### src/rtl/fma_pkg.sv
package fma_pkg;
  // Largest shift magnitude encoded by the two amount bits of the scale field.
  localparam int SCALE_MAX = 3;

  typedef struct packed {
    logic neg_add;   // bit 1: negate the addend
    logic neg_prod;  // bit 0: negate the product
  } form_t;

  typedef struct packed {
    logic       div;  // bit 2: shift right instead of left
    logic [1:0] amt;  // bits 1:0: shift distance
  } scale_t;
endpackage

### src/rtl/fma_product.sv
module fma_product
  import fma_pkg::*;
#(
  parameter int DW   = 16,
  parameter int FRAC = 8
) (
  input  logic            clk,
  input  logic            rst,
  input  logic            v_i,
  input  logic [DW-1:0]   a_i,
  input  logic [DW-1:0]   b_i,
  input  logic [DW-1:0]   c_i,
  input  form_t           form_i,
  input  scale_t          scale_i,
  output logic            v_o,
  output logic [2*DW-1:0] prod_o,
  output logic [2*DW-1:0] addend_o,
  output form_t           form_o,
  output scale_t          scale_o
);
  localparam int PW = 2 * DW;

  logic signed [PW-1:0] a_ext, b_ext, prod_d;
  logic        [PW-1:0] addend_d;

  always_comb begin
    a_ext    = {{DW{a_i[DW-1]}}, a_i};
    b_ext    = {{DW{b_i[DW-1]}}, b_i};
    prod_d   = a_ext * b_ext;
    // Align c to the product's binary point, keeping its sign.
    addend_d = {{(DW-FRAC){c_i[DW-1]}}, c_i, {FRAC{1'b0}}};
  end

  always_ff @(posedge clk) begin
    if (rst) v_o <= 1'b0;
    else     v_o <= v_i;
    prod_o   <= prod_d;
    addend_o <= addend_d;
    form_o   <= form_i;
    scale_o  <= scale_i;
  end

  // The full-width product carries the sign of a XOR b whenever both factors are nonzero.
  AST_PROD_SIGN: assert property (@(posedge clk) disable iff (rst)
    (v_i && (a_i != '0) && (b_i != '0)) |=>
      (prod_o[PW-1] == ($past(a_i[DW-1]) ^ $past(b_i[DW-1]))));
endmodule

### src/rtl/fma_sum_scale.sv
module fma_sum_scale
  import fma_pkg::*;
#(
  parameter int PW = 32,
  parameter int AW = PW + 3,
  parameter int EW = AW + 2 * SCALE_MAX
) (
  input  logic          clk,
  input  logic          rst,
  input  logic          v_i,
  input  logic [PW-1:0] prod_i,
  input  logic [PW-1:0] addend_i,
  input  form_t         form_i,
  input  scale_t        scale_i,
  output logic          v_o,
  output logic [EW-1:0] ext_o
);
  localparam int SHW = $clog2(2 * SCALE_MAX + 1);

  // Stage A: exact signed sum at the product's Q16.16 scale.
  logic signed [AW-1:0] p_ext, c_ext, p_term, c_term, sum_d, sum_q;
  logic                 v_a;
  scale_t               scale_a;

  always_comb begin
    p_ext  = {{(AW-PW){prod_i[PW-1]}}, prod_i};
    c_ext  = {{(AW-PW){addend_i[PW-1]}}, addend_i};
    p_term = form_i.neg_prod ? -p_ext : p_ext;
    c_term = form_i.neg_add  ? -c_ext : c_ext;
    sum_d  = p_term + c_term;
  end

  always_ff @(posedge clk) begin
    if (rst) v_a <= 1'b0;
    else     v_a <= v_i;
    sum_q   <= sum_d;
    scale_a <= scale_i;
  end

  // Stage B: shift left by SCALE_MAX +/- amt, so that divides keep their
  // shifted-out bits as extra fraction bits for the rounder.
  logic [SHW-1:0] sh;
  logic [EW-1:0]  ext_d;

  always_comb begin
    if (scale_a.div) sh = SHW'(SCALE_MAX) - SHW'(scale_a.amt);
    else             sh = SHW'(SCALE_MAX) + SHW'(scale_a.amt);
    ext_d = {{(EW-AW){sum_q[AW-1]}}, sum_q} << sh;
  end

  always_ff @(posedge clk) begin
    if (rst) v_o <= 1'b0;
    else     v_o <= v_a;
    ext_o <= ext_d;
  end

  // Scaling never changes the sign of the sum.
  AST_SCALE_SIGN: assert property (@(posedge clk) disable iff (rst)
    v_a |=> (ext_o[EW-1] == $past(sum_q[AW-1])));
endmodule

### src/rtl/fma_round_sat.sv
module fma_round_sat #(
  parameter int EW   = 41,
  parameter int DROP = 11,
  parameter int DW   = 16
) (
  input  logic          clk,
  input  logic          rst,
  input  logic          v_i,
  input  logic [EW-1:0] ext_i,
  output logic          v_o,
  output logic [DW-1:0] res_o,
  output logic          ovf_o,
  output logic          inexact_o
);
  localparam int RW = EW - DROP;
  localparam logic signed [RW-1:0] HI_V = {{(RW-DW+1){1'b0}}, {(DW-1){1'b1}}};
  localparam logic signed [RW-1:0] LO_V = {{(RW-DW+1){1'b1}}, {(DW-1){1'b0}}};

  // Stage A: round to nearest, ties to even.
  logic [RW-1:0]   floor_q;
  logic [DROP-1:0] rem;
  logic            up, tie_d;
  logic [RW-1:0]   rnd_d;

  always_comb begin
    floor_q = ext_i[EW-1:DROP];
    rem     = ext_i[DROP-1:0];
    up      = rem[DROP-1] & ((|rem[DROP-2:0]) | floor_q[0]);
    tie_d   = (rem == {1'b1, {(DROP-1){1'b0}}});
    rnd_d   = floor_q + {{(RW-1){1'b0}}, up};
  end

  logic          v_r, inx_r, tie_r;
  logic [RW-1:0] rnd_r;

  always_ff @(posedge clk) begin
    if (rst) v_r <= 1'b0;
    else     v_r <= v_i;
    rnd_r <= rnd_d;
    inx_r <= |rem;
    tie_r <= tie_d;
  end

  // Stage B: clamp to the output range.
  logic          hi_d, lo_d;
  logic [DW-1:0] res_d;

  always_comb begin
    hi_d = $signed(rnd_r) > HI_V;
    lo_d = $signed(rnd_r) < LO_V;
    if (hi_d)      res_d = {1'b0, {(DW-1){1'b1}}};
    else if (lo_d) res_d = {1'b1, {(DW-1){1'b0}}};
    else           res_d = rnd_r[DW-1:0];
  end

  always_ff @(posedge clk) begin
    if (rst) v_o <= 1'b0;
    else     v_o <= v_r;
    res_o     <= res_d;
    ovf_o     <= hi_d | lo_d;
    inexact_o <= inx_r;
  end

  AST_TIE_EVEN: assert property (@(posedge clk) disable iff (rst)
    (v_r && tie_r) |-> !rnd_r[0]);
  AST_SAT_RAIL: assert property (@(posedge clk) disable iff (rst)
    (v_o && ovf_o) |-> ((res_o == {1'b0, {(DW-1){1'b1}}}) || (res_o == {1'b1, {(DW-1){1'b0}}})));
endmodule

### src/rtl/fma_shader_alu.sv
module fma_shader_alu
  import fma_pkg::*;
#(
  parameter int DW   = 16,
  parameter int FRAC = 8
) (
  input  logic          clk,
  input  logic          rst,
  input  logic          in_valid,
  input  logic [DW-1:0] in_a,
  input  logic [DW-1:0] in_b,
  input  logic [DW-1:0] in_c,
  input  logic [1:0]    in_form,
  input  logic [2:0]    in_scale,
  output logic          out_valid,
  output logic [DW-1:0] out_result,
  output logic          out_ovf,
  output logic          out_inexact
);
  localparam int PW   = 2 * DW;
  localparam int AW   = PW + SCALE_MAX;
  localparam int EW   = AW + 2 * SCALE_MAX;
  localparam int DROP = FRAC + SCALE_MAX;
  localparam int LAT  = 6;

  // Stage 1: operand capture.
  logic          v1;
  logic [DW-1:0] a1, b1, c1;
  form_t         f1;
  scale_t        s1;

  always_ff @(posedge clk) begin
    if (rst) v1 <= 1'b0;
    else     v1 <= in_valid;
    a1 <= in_a;
    b1 <= in_b;
    c1 <= in_c;
    f1 <= form_t'(in_form);
    s1 <= scale_t'(in_scale);
  end

  logic          v2;
  logic [PW-1:0] prod2, addend2;
  form_t         f2;
  scale_t        s2;

  fma_product #(.DW(DW), .FRAC(FRAC)) u_product (
    .clk(clk), .rst(rst), .v_i(v1), .a_i(a1), .b_i(b1), .c_i(c1),
    .form_i(f1), .scale_i(s1), .v_o(v2), .prod_o(prod2), .addend_o(addend2),
    .form_o(f2), .scale_o(s2)
  );

  logic          v4;
  logic [EW-1:0] ext4;

  fma_sum_scale #(.PW(PW), .AW(AW), .EW(EW)) u_sum_scale (
    .clk(clk), .rst(rst), .v_i(v2), .prod_i(prod2), .addend_i(addend2),
    .form_i(f2), .scale_i(s2), .v_o(v4), .ext_o(ext4)
  );

  fma_round_sat #(.EW(EW), .DROP(DROP), .DW(DW)) u_round_sat (
    .clk(clk), .rst(rst), .v_i(v4), .ext_i(ext4), .v_o(out_valid),
    .res_o(out_result), .ovf_o(out_ovf), .inexact_o(out_inexact)
  );

  // Assertion support: edges seen since the last reset, saturating.
  logic [2:0] since_rst;
  logic       rst_d;

  always_ff @(posedge clk) begin
    rst_d <= rst;
    if (rst)                   since_rst <= '0;
    else if (since_rst != 3'd7) since_rst <= since_rst + 3'd1;
  end

  AST_FIXED_LATENCY: assert property (@(posedge clk) disable iff (rst)
    (since_rst >= 3'(LAT)) |-> (out_valid == $past(in_valid, 6)));
  AST_RESET_CLEAR: assert property (@(posedge clk)
    rst_d |-> !out_valid);
endmodule

### config.mk
export PLATFORM = sky130hd
export DESIGN_NAME = fma_shader_alu
export DESIGN_NICKNAME = d
export VERILOG_FILES = /design/src/rtl/fma_pkg.sv /design/src/rtl/fma_product.sv /design/src/rtl/fma_sum_scale.sv /design/src/rtl/fma_round_sat.sv /design/src/rtl/fma_shader_alu.sv
export SDC_FILE = /design/constraint.sdc
export NUM_CORES = 1
export LEC_CHECK = 0
export BUFFER_PORTS_ARGS = -buffer_cell sky130_fd_sc_hd__buf_2
export CAP_MARGIN = 20
export CORE_UTILIZATION = 49
export CTS_CLUSTER_SIZE = 40
export DETAILED_ROUTE_END_ITERATION = 8
export GPL_ROUTABILITY_DRIVEN = 0
export PLACE_DENSITY = 0.63
export SYNTH_ARGS = -nofsm -noshare
export SYNTH_HDL_FRONTEND = slang
export SYNTH_SLANG_ARGS = --single-unit
### constraint.sdc
create_clock -name clk -period 8.9 [get_ports clk]
set_input_delay 0.89 -clock clk [delete_from_list [all_inputs] [get_ports clk]]
set_output_delay 0.89 -clock clk [all_outputs]
set_load 0.005 [all_outputs]
==> impl_metrics.ini, run 1 <==
[global_routing]
grt_pass1_vias = 13752
grt_pass1_wl_um = 64500
grt_busiest_layer = met2
grtUsageMet1_pct = 24.7
antenna_found_initial = 0
grt_overflow = 0
grtUsageTotal_pct = 20.1
gr-usage-met2_pct = 36.4
grt_max_degree = 43
met3_usage_pct = 2.51

[routing]
antenna_left = 0
routed_wl_um = 37400
drcViolationCount = 0
drt_iter0_drc = 510
num_vias = 13079
via_per_inst = 4.98
dr.pass1.iters = 7
wl_per_cell_um = 14.2

[clock_tree]
ctsResizeCount = 0
clock_latency_ns = 0.56
cts_made_buffers = 27
cts_tree = built
htree_levels = 1
clockRootBuffer = clkbuf_16
post_cts_buffers = 0
cts_hold_buf = 0
ctsLongestPathBuffers = 3
cts.sinks = 240
clk_pin_slew_ns = 0.06

[setup_path]
critical_path.endpoint_type = flip-flop
worstPathRequired_ns = 9.32
critPathMaxStageDelay_ns = 0.98
cp_common_cell = fa_1
worstPathArrival_ns = 7.54
start_kind = flip-flop
crit_chain = nand2_1 -> fa_1 -> inv_1 -> fa_1 -> fa_1 -> fa_1 -> fa_1 -> inv_1 -> fa_1 -> inv_1 -> ha_1 -> and3_1 -> and3_1 -> a211o_1 -> a21oi_1 -> nor4b_1 -> o31ai_1 -> a211oi_1 -> nor3_1
cp_max_fo = 16
crit_path_top_delay_cell = fa_1
setup.worst_path.class = reg2reg

[synthesis]
ys_ff_latch = 240
synthFlopType = dfxtp_1
async_flop_share_pct = 0
seq_area_frac_synth_pct = 25.1
syn_inst = 2042
yosys.cell_types.count = 64
synthesis.area_um2 = 19100
synth_edf_count = 0
synth_area_per_cell_um2 = 9.37
ys_warn_count = 0
synth_nets = 2473

[timing]
slew_violations = 0
max-slew-margin-rel_pct = 46.6
setup_viol_count_final = 0
rsz0062_at_grt = false
min_period_ns = 7.13
finalHoldViolations = 0
max_freq_mhz = 140
fin_tns_setup_ns = 0
finClkSkew_ns = 0.0147
tightest_slew_ns = 0.800
finalCritPeriodShare_pct = 80.1

[placement]
portBuffers = 74
hpwl_um = 30900

[layout]
syn_to_final_growth_pct = 9.61
drive_above_1_share_pct = 7.30
nets = 2521
mostFrequentLayoutCell = inv_1
layout_common_cells = inv_1 (352), nand2_1 (292), fa_1 (263)
fill_cells = 3596
diodes = 0

[floorplanning]
io_pins = 75
fp.dieH_um = 200
design.core.area_um2 = 38600
die_area_um2 = 39800
initial_core_util_pct = 49.6
die_w_um = 200
rows = 72

[flow_run]
drv_cap = 0

[status]
run_status = finished clean

[worst_hold_path]
min_path_type = reg2reg
-- cells in the mapped netlist (8+ instances only) --
cell / n / area share (%)
a21o_1: 17 / 0.67
a21oi_1: 42 / 1.1
and2_1: 130 / 4.3
and3_1: 12 / 0.39
clkbuf_1: 56 / 1.1
dfxtp_1: 240 / 25
fa_1: 263 / 28
ha_1: 112 / 7.3
inv_1: 352 / 6.9
mux2i_1: 70 / 3.7
nand2_1: 292 / 5.7
nand2b_1: 16 / 0.52
nand3_1: 21 / 0.55
nand4_1: 13 / 0.43
nor2_1: 58 / 1.1
nor2b_1: 14 / 0.46
nor3_1: 14 / 0.37
o211ai_1: 8 / 0.31
o21a_1: 15 / 0.59
o21ai_0: 59 / 1.5
o31ai_1: 17 / 0.67
xnor2_1: 103 / 4.7
xor2_1: 18 / 0.82
-- per-layer routing --
metal / vias up / part of all wire (%)
met5: - / 0
met4: 0 / 2.6
met3: 58 / 3.7
met2: 234 / 50
met1: 6318 / 44
li1: 6469 / -
-- registers in the layout (all words and copies together), names as in the netlist --
name                   cells
u_round_sat.res_o         16
s1                         3
b1                        16
u_sum_scale.v_o            1
u_product.scale_o          3
f1                         2
u_sum_scale.sum_q         35
u_round_sat.inexact_o      1
u_round_sat.v_r            1
u_sum_scale.scale_a        3
u_round_sat.ovf_o          1
u_round_sat.inx_r          1
u_round_sat.rnd_r         30
u_product.addend_o        16
a1                        16
u_sum_scale.ext_o         41
v1                         1
c1                        16
u_sum_scale.v_a            1
u_product.prod_o          32
u_product.v_o              1
u_product.form_o           2
u_round_sat.v_o            1
-- worst max-delay path, delay by kind of cell (launching register included) --
kind | cells | cell delay [ns]
and+or+nand+nor | 5 | 1.21
AOI/OAI and AO/OA | 4 | 0.94
DFF | 1 | 0.62
buffers and inverters | 3 | 0.17
adders and majority gates | 7 | 4.03
-- final timing paths --
kind | startpoint | depth (start not counted) | slack [ns] | endpoint
worst max register to register | a1[15]$_DFF_P_ | 19 | 1.77 | u_product.prod_o[28]$_DFF_P_
worst min register to register | u_product.scale_o[0]$_DFF_P_ | 0 | 0.32 | u_sum_scale.scale_a[0]$_DFF_P_
worst max-delay path | a1[15]$_DFF_P_ | 19 | 1.77 | u_product.prod_o[28]$_DFF_P_
worst min-delay path | u_product.scale_o[0]$_DFF_P_ | 0 | 0.32 | u_sum_scale.scale_a[0]$_DFF_P_
-- cells by family (layout without fill, tap and decap cells) --
group           Yosys count  after routing  share of synthesized area [%]
compound gates          202            202                           6.80
xor+xnor                122            122                           5.62
fa+ha+maj               375            375                           34.8
buf+inv                 413            481                           8.10
flops                   240            240                           25.1
mux                      71             71                           3.72
simple gates            619            619                           15.8
-- stage by stage --
stage          hold WS [ns]  area, um2  utilization, %  worst slack, ns  instances
6_report              0.324      21000            54.4             1.77       2628
2_1_floorplan         0.310      19100               -             2.31       2042
4_1_cts               0.326      21000            54.4             1.72       2627
3_5_place_dp          0.312      20000            51.8             1.75       2578
3_3_place_gp          0.313      20000            51.8             2.01       2578
5_1_grt               0.329      21000            54.4             1.27       2628
-- cell type report --
type / instances / area, um2 / area share [%]
Tap cell: 518 / 648 / 3.09
Timing Repair Buffer: 79 / 415 / 1.98
Clock buffer: 33 / 728 / 3.47
Sequential cell: 240 / 4810 / 22.9
Multi-Input combinational cell: 1389 / 12800 / 61.0
Inverter: 353 / 1330 / 6.32
Clock inverter: 16 / 249 / 1.19
Power of run 1 is not shown: default switching activity piles up to over one toggle a cycle in this logic, so the estimate is an artifact.
==> inputs of run 2 (changes only) <==
- ABC_AREA: not set -> 1
- PLACE_DENSITY: 0.63 -> 0.65
- clock period: 8.9 -> 6.5 ns (I/O delays scaled with it)
==> impl_metrics.ini, run 2 <==
[timing]
max_freq_mhz = 164
setup_viol_count_final = 0
finalCritPeriodShare_pct = 93.9
tightest_slew_ns = 0.917
max-slew-margin-rel_pct = 38.8
finalHoldViolations = 0
min_period_ns = 6.10
timing.hold.ws_ns = 0.147
rsz0062_at_grt = false
finClkSkew_ns = 0.0395
fin_tns_setup_ns = 0
slew_violations = 0

[clock_tree]
clock_latency_ns = 0.60
ctsResizeCount = 0
ctsLongestPathBuffers = 3
clockRootBuffer = clkbuf_16
cts_hold_buf = 0
htree_levels = 1
cts_tree = built
cts.sinks = 240
clk_pin_slew_ns = 0.08
post_cts_buffers = 0
cts_made_buffers = 27

[floorplanning]
die_w_um = 207
fp.dieH_um = 207
die_area_um2 = 42900
initial_core_util_pct = 50.1
io_pins = 75
design.core.area_um2 = 41200
rows = 74

[synthesis]
synthTopCellsByArea = fa_1 (26%), dfxtp_1 (23%), nand2_1 (11%)
synth_top_cell_by_area = fa_1
synthFlopType = dfxtp_1
netlist_top_cells_count = nand2_1 (626), inv_1 (606), fa_1 (263)
syn_inst = 2644
synth_area_per_cell_um2 = 7.80
async_flop_share_pct = 0
yosys.cell_types.count = 50
ys_warn_count = 0
ys_ff_latch = 240
synth_nets = 3075
synth_top_area_share_pct = 25.5
synthesis.area_um2 = 20600
seq_area_frac_synth_pct = 23.3
synth_edf_count = 0
yosysMostFrequentCell = nand2_1

[setup_path]
cp_max_fo = 16
regToRegSetupSlack_ns = 0.40
critical_path.endpoint_type = flip-flop
start_kind = flip-flop
worstPathArrival_ns = 6.58
setup.worst_path.class = reg2reg
worstPathRequired_ns = 6.98

[global_routing]
grt_pass1_vias = 16406
grtUsageTotal_pct = 23.2
antenna_found_initial = 0
grt_overflow = 0
grt_pass1_wl_um = 80500
grt_max_degree = 41

[layout]
layout_common_cells = nand2_1 (626), inv_1 (606), fa_1 (263)
drive_above_1_share_pct = 7.65
mostFrequentLayoutCell = nand2_1
reg_top3 = u_sum_scale.ext_o: 41 flops, u_sum_scale.sum_q: 35 flops, u_product.prod_o: 32 flops
largest_register_ffs = 41
max_flop_register = u_sum_scale.ext_o
design_area_um2 = 22400
syn_to_final_growth_pct = 8.71
diodes = 0
nets = 3116

[placement]
place_area_um2 = 21500
hpwl_um = 40000
portBuffers = 74

[worst_hold_path]
min_path_type = in2reg

[routing]
dr.pass1.iters = 5
routed_wl_um = 47900
wl_per_cell_um = 14.8
num_vias = 16297
antenna_left = 0
drcViolationCount = 0
drt_iter0_drc = 1197
via_per_inst = 5.03

[flow_run]
drv_cap = 0

[status]
run_status = finished clean
run 2: cell count changes after synthesis, moves of 37 or more:
cell,change
inv_1,+254
nand3_1,+61
nand2_1,+334
nor2_1,+95
and2_1,-130
o21ai_0,+37
xor2_1,+62
mux2i_1,-55
xnor2_1,-72
run 2: cell families after synthesis:
group	after synthesis	synth area share, %
fa+ha+maj	375	32.3
xor+xnor	111	4.71
mux	15	0.728
buf+inv	696	12.8
simple gates	985	20.2
compound gates	222	5.91
flops	240	23.3
run 2: final timing paths:
| kind | startpoint | cells past startpoint | end |
|---|---|---|---|
| worst max-delay path | b1[11]$_DFF_P_ | 18 | u_product.prod_o[30]$_DFF_P_ |
| worst min-delay path | in_a[5] | 1 | a1[5]$_DFF_P_ |
| worst max register to register | b1[11]$_DFF_P_ | 18 | u_product.prod_o[30]$_DFF_P_ |
| worst min register to register | s1[0]$_DFF_P_ | 0 | u_product.scale_o[0]$_DFF_P_ |
run 2: critical path, stage by stage (launching register included):
cell and delay [ns]:
dfxtp_1 0.77, nand2_1 0.11, inv_1 0.15, fa_1 0.58, fa_1 0.58, inv_1 0.06, fa_1 0.53, inv_1 0.05
fa_1 0.51, fa_1 0.56, inv_1 0.06, fa_1 0.53, inv_1 0.05, ha_1 0.38, nand2_1 0.15, nor4_1 0.50
nand3_1 0.24, nand3_1 0.12, nand2_1 0.06
run 2: stage by stage:
step | worst slack (ns) | utilization (%) | cells
detailed placement | 0.355 | 52.2 | 3188
finish | 0.397 | 54.4 | 3238
global route | 0.0372 | 54.4 | 3238
floorplan | 0.582 | - | 2644
global placement | 0.534 | 52.2 | 3188
CTS | 0.319 | 54.4 | 3238
run 2: layout make-up:
type	count	area, um2
multi-input cells	1708	13200
well taps	532	666
repair buffers	98	551
inverters	610	2290
fillers	3824	18800
clock inverters	22	244
flip-flops and latches	240	4810
clock buffers	28	689
run 2: routing by layer:
layer	track usage, %	vias to the layer above	wire length (um)
met4	9.01	0	1950
met1	29.1	7758	19800
met2	40.7	477	23600
met5	0	-	0
li1	-	7947	-
met3	2.97	115	2540
Power of run 2 is left out for the same reason.
==> inputs of run 3 (changes only) <==
==> constraint.sdc (replaced) <==
create_clock -name clk -period 6.5 [get_ports clk]
set_input_delay 0.325 -clock clk [delete_from_list [all_inputs] [get_ports clk]]
set_output_delay 0.325 -clock clk [all_outputs]
set_load 0.005 [all_outputs]
==> impl_metrics.ini, run 3 (synthesis gave the netlist of run 2 again) <==
[floorplanning]
initial_core_util_pct = 50.1
io_pins = 75
fp.dieH_um = 207
die_w_um = 207
rows = 74
design.core.area_um2 = 41200
die_area_um2 = 42900

[routing]
wl_per_cell_um = 14.8
routed_wl_um = 48800
drt-met1-wl_um = 19800
via_per_inst = 5.03
dr.pass1.iters = 6
dr.max_layer_used = met4
dr_wl_met2_um = 24300
antenna_left = 0
dr_wl_met3_um = 2600
drt_iter0_drc = 1147
num_vias = 16562
drcViolationCount = 0

[clock_tree]
clockRootBuffer = clkbuf_16
cts_tree = built
clk_pin_slew_ns = 0.06
cts_made_buffers = 27
cts.sinks = 240
clock_latency_ns = 0.59
htree_levels = 1
ctsLongestPathBuffers = 3

[timing]
fin_tns_setup_ns = 0
slew_violations = 0
rsz0062_at_grt = false
tightest_slew_ns = 0.932
min_period_ns = 6.09
setup_viol_count_final = 0
max-slew-margin-rel_pct = 37.8
max_freq_mhz = 164
finClkSkew_ns = 0.0349
finalCritPeriodShare_pct = 93.7
finalHoldViolations = 0

[global_routing]
grt_overflow = 0
grt_max_degree = 41
grt_pass1_wl_um = 82200
antenna_found_initial = 0
grt_pass1_vias = 16769
grtUsageTotal_pct = 23.7

[layout]
drive_above_1_share_pct = 7.49
max_flop_register = u_sum_scale.ext_o
syn_to_final_growth_pct = 11.4
layout_common_cells = nand2_1 (626), inv_1 (606), fa_1 (263)
largest_register_ffs = 41
diodes = 0
reg_top3 = u_sum_scale.ext_o: 41 flops, u_sum_scale.sum_q: 35 flops, u_product.prod_o: 32 flops
design_area_um2 = 23000
final_core_util_pct = 55.8
mostFrequentLayoutCell = nand2_1
nets = 3172

[setup_path]
regToRegSetupSlack_ns = 0.41
critical_path.endpoint_type = flip-flop
cp_max_fo = 16
reg2reg_from = b1[11]$_DFF_P_
start_kind = flip-flop
worstPathRequired_ns = 6.98
setup.worst_path.class = reg2reg
cp_common_cell = fa_1
critPathMaxStageDelay_ns = 0.77
worstPathArrival_ns = 6.57
critPathLaunch = b1[11]$_DFF_P_
crit_chain = nand2_1 -> inv_1 -> fa_1 -> fa_1 -> inv_1 -> fa_1 -> inv_1 -> fa_1 -> fa_1 -> inv_1 -> fa_1 -> inv_1 -> ha_1 -> nand2_1 -> nor4_1 -> nand3_1 -> nand3_1 -> nand2_1
crit_path_top_delay_cell = dfxtp_1
r2r_cells = 18

[placement]
place_area_um2 = 21500
portBuffers = 74
hpwl_um = 40000

[worst_hold_path]
min_path_type = reg2reg
holdPathStages = 0
holdCritStartpoint = s1[0]$_DFF_P_

[flow_run]
drv_cap = 0

[status]
run_status = finished clean
==> run 3: per-stage QoR <==
stage                     std cells  hold WS [ns]  worst slack (ns)
after CTS                      3294         0.326             0.319
after global placement         3188         0.310             0.534
final                          3294         0.326             0.408
after floorplan                2644         0.310             0.582
after global routing           3294         0.329            0.0126
after detailed placement       3188         0.312             0.355
==> run 3: routing by layer <==
metal,vias up,GRT usage (%)
li1,8065,-
met1,7861,29.2
met2,518,41.7
met3,118,3.18
met4,0,9.78
met5,-,0
==> run 3: final cells by class <==
class	count	area (um2)
Fill cell	3772	18200
Multi-Input combinational cell	1708	13200
Sequential cell	240	4810
Inverter	610	2290
Timing Repair Buffer	154	1110
Clock buffer	28	689
Tap cell	532	666
Clock inverter	22	244
==> run 3: final timing paths <==
| check | to |
|---|---|
| min | u_product.scale_o[0]$_DFF_P_ |
| max reg2reg | u_product.prod_o[30]$_DFF_P_ |
| min reg2reg | u_product.scale_o[0]$_DFF_P_ |
| max | u_product.prod_o[30]$_DFF_P_ |
==> run 3: repair_timing <==
action,in CTS,in global routing
hold buffers,56,0
setup buffers,0,0
setup endpoints to repair,0,1
gates resized for setup,0,2
hold endpoints to repair,59,0
==> run 3: worst max-delay path: cells and delay by family, from the launching register on <==
family | cells | cell delay, ns
flip-flops | 1 | 0.77
AND/OR/NAND/NOR | 6 | 1.17
adder cells (fa/ha/maj) | 7 | 3.67
buffers and inverters | 5 | 0.37
Power of run 3 is left out for the same reason.
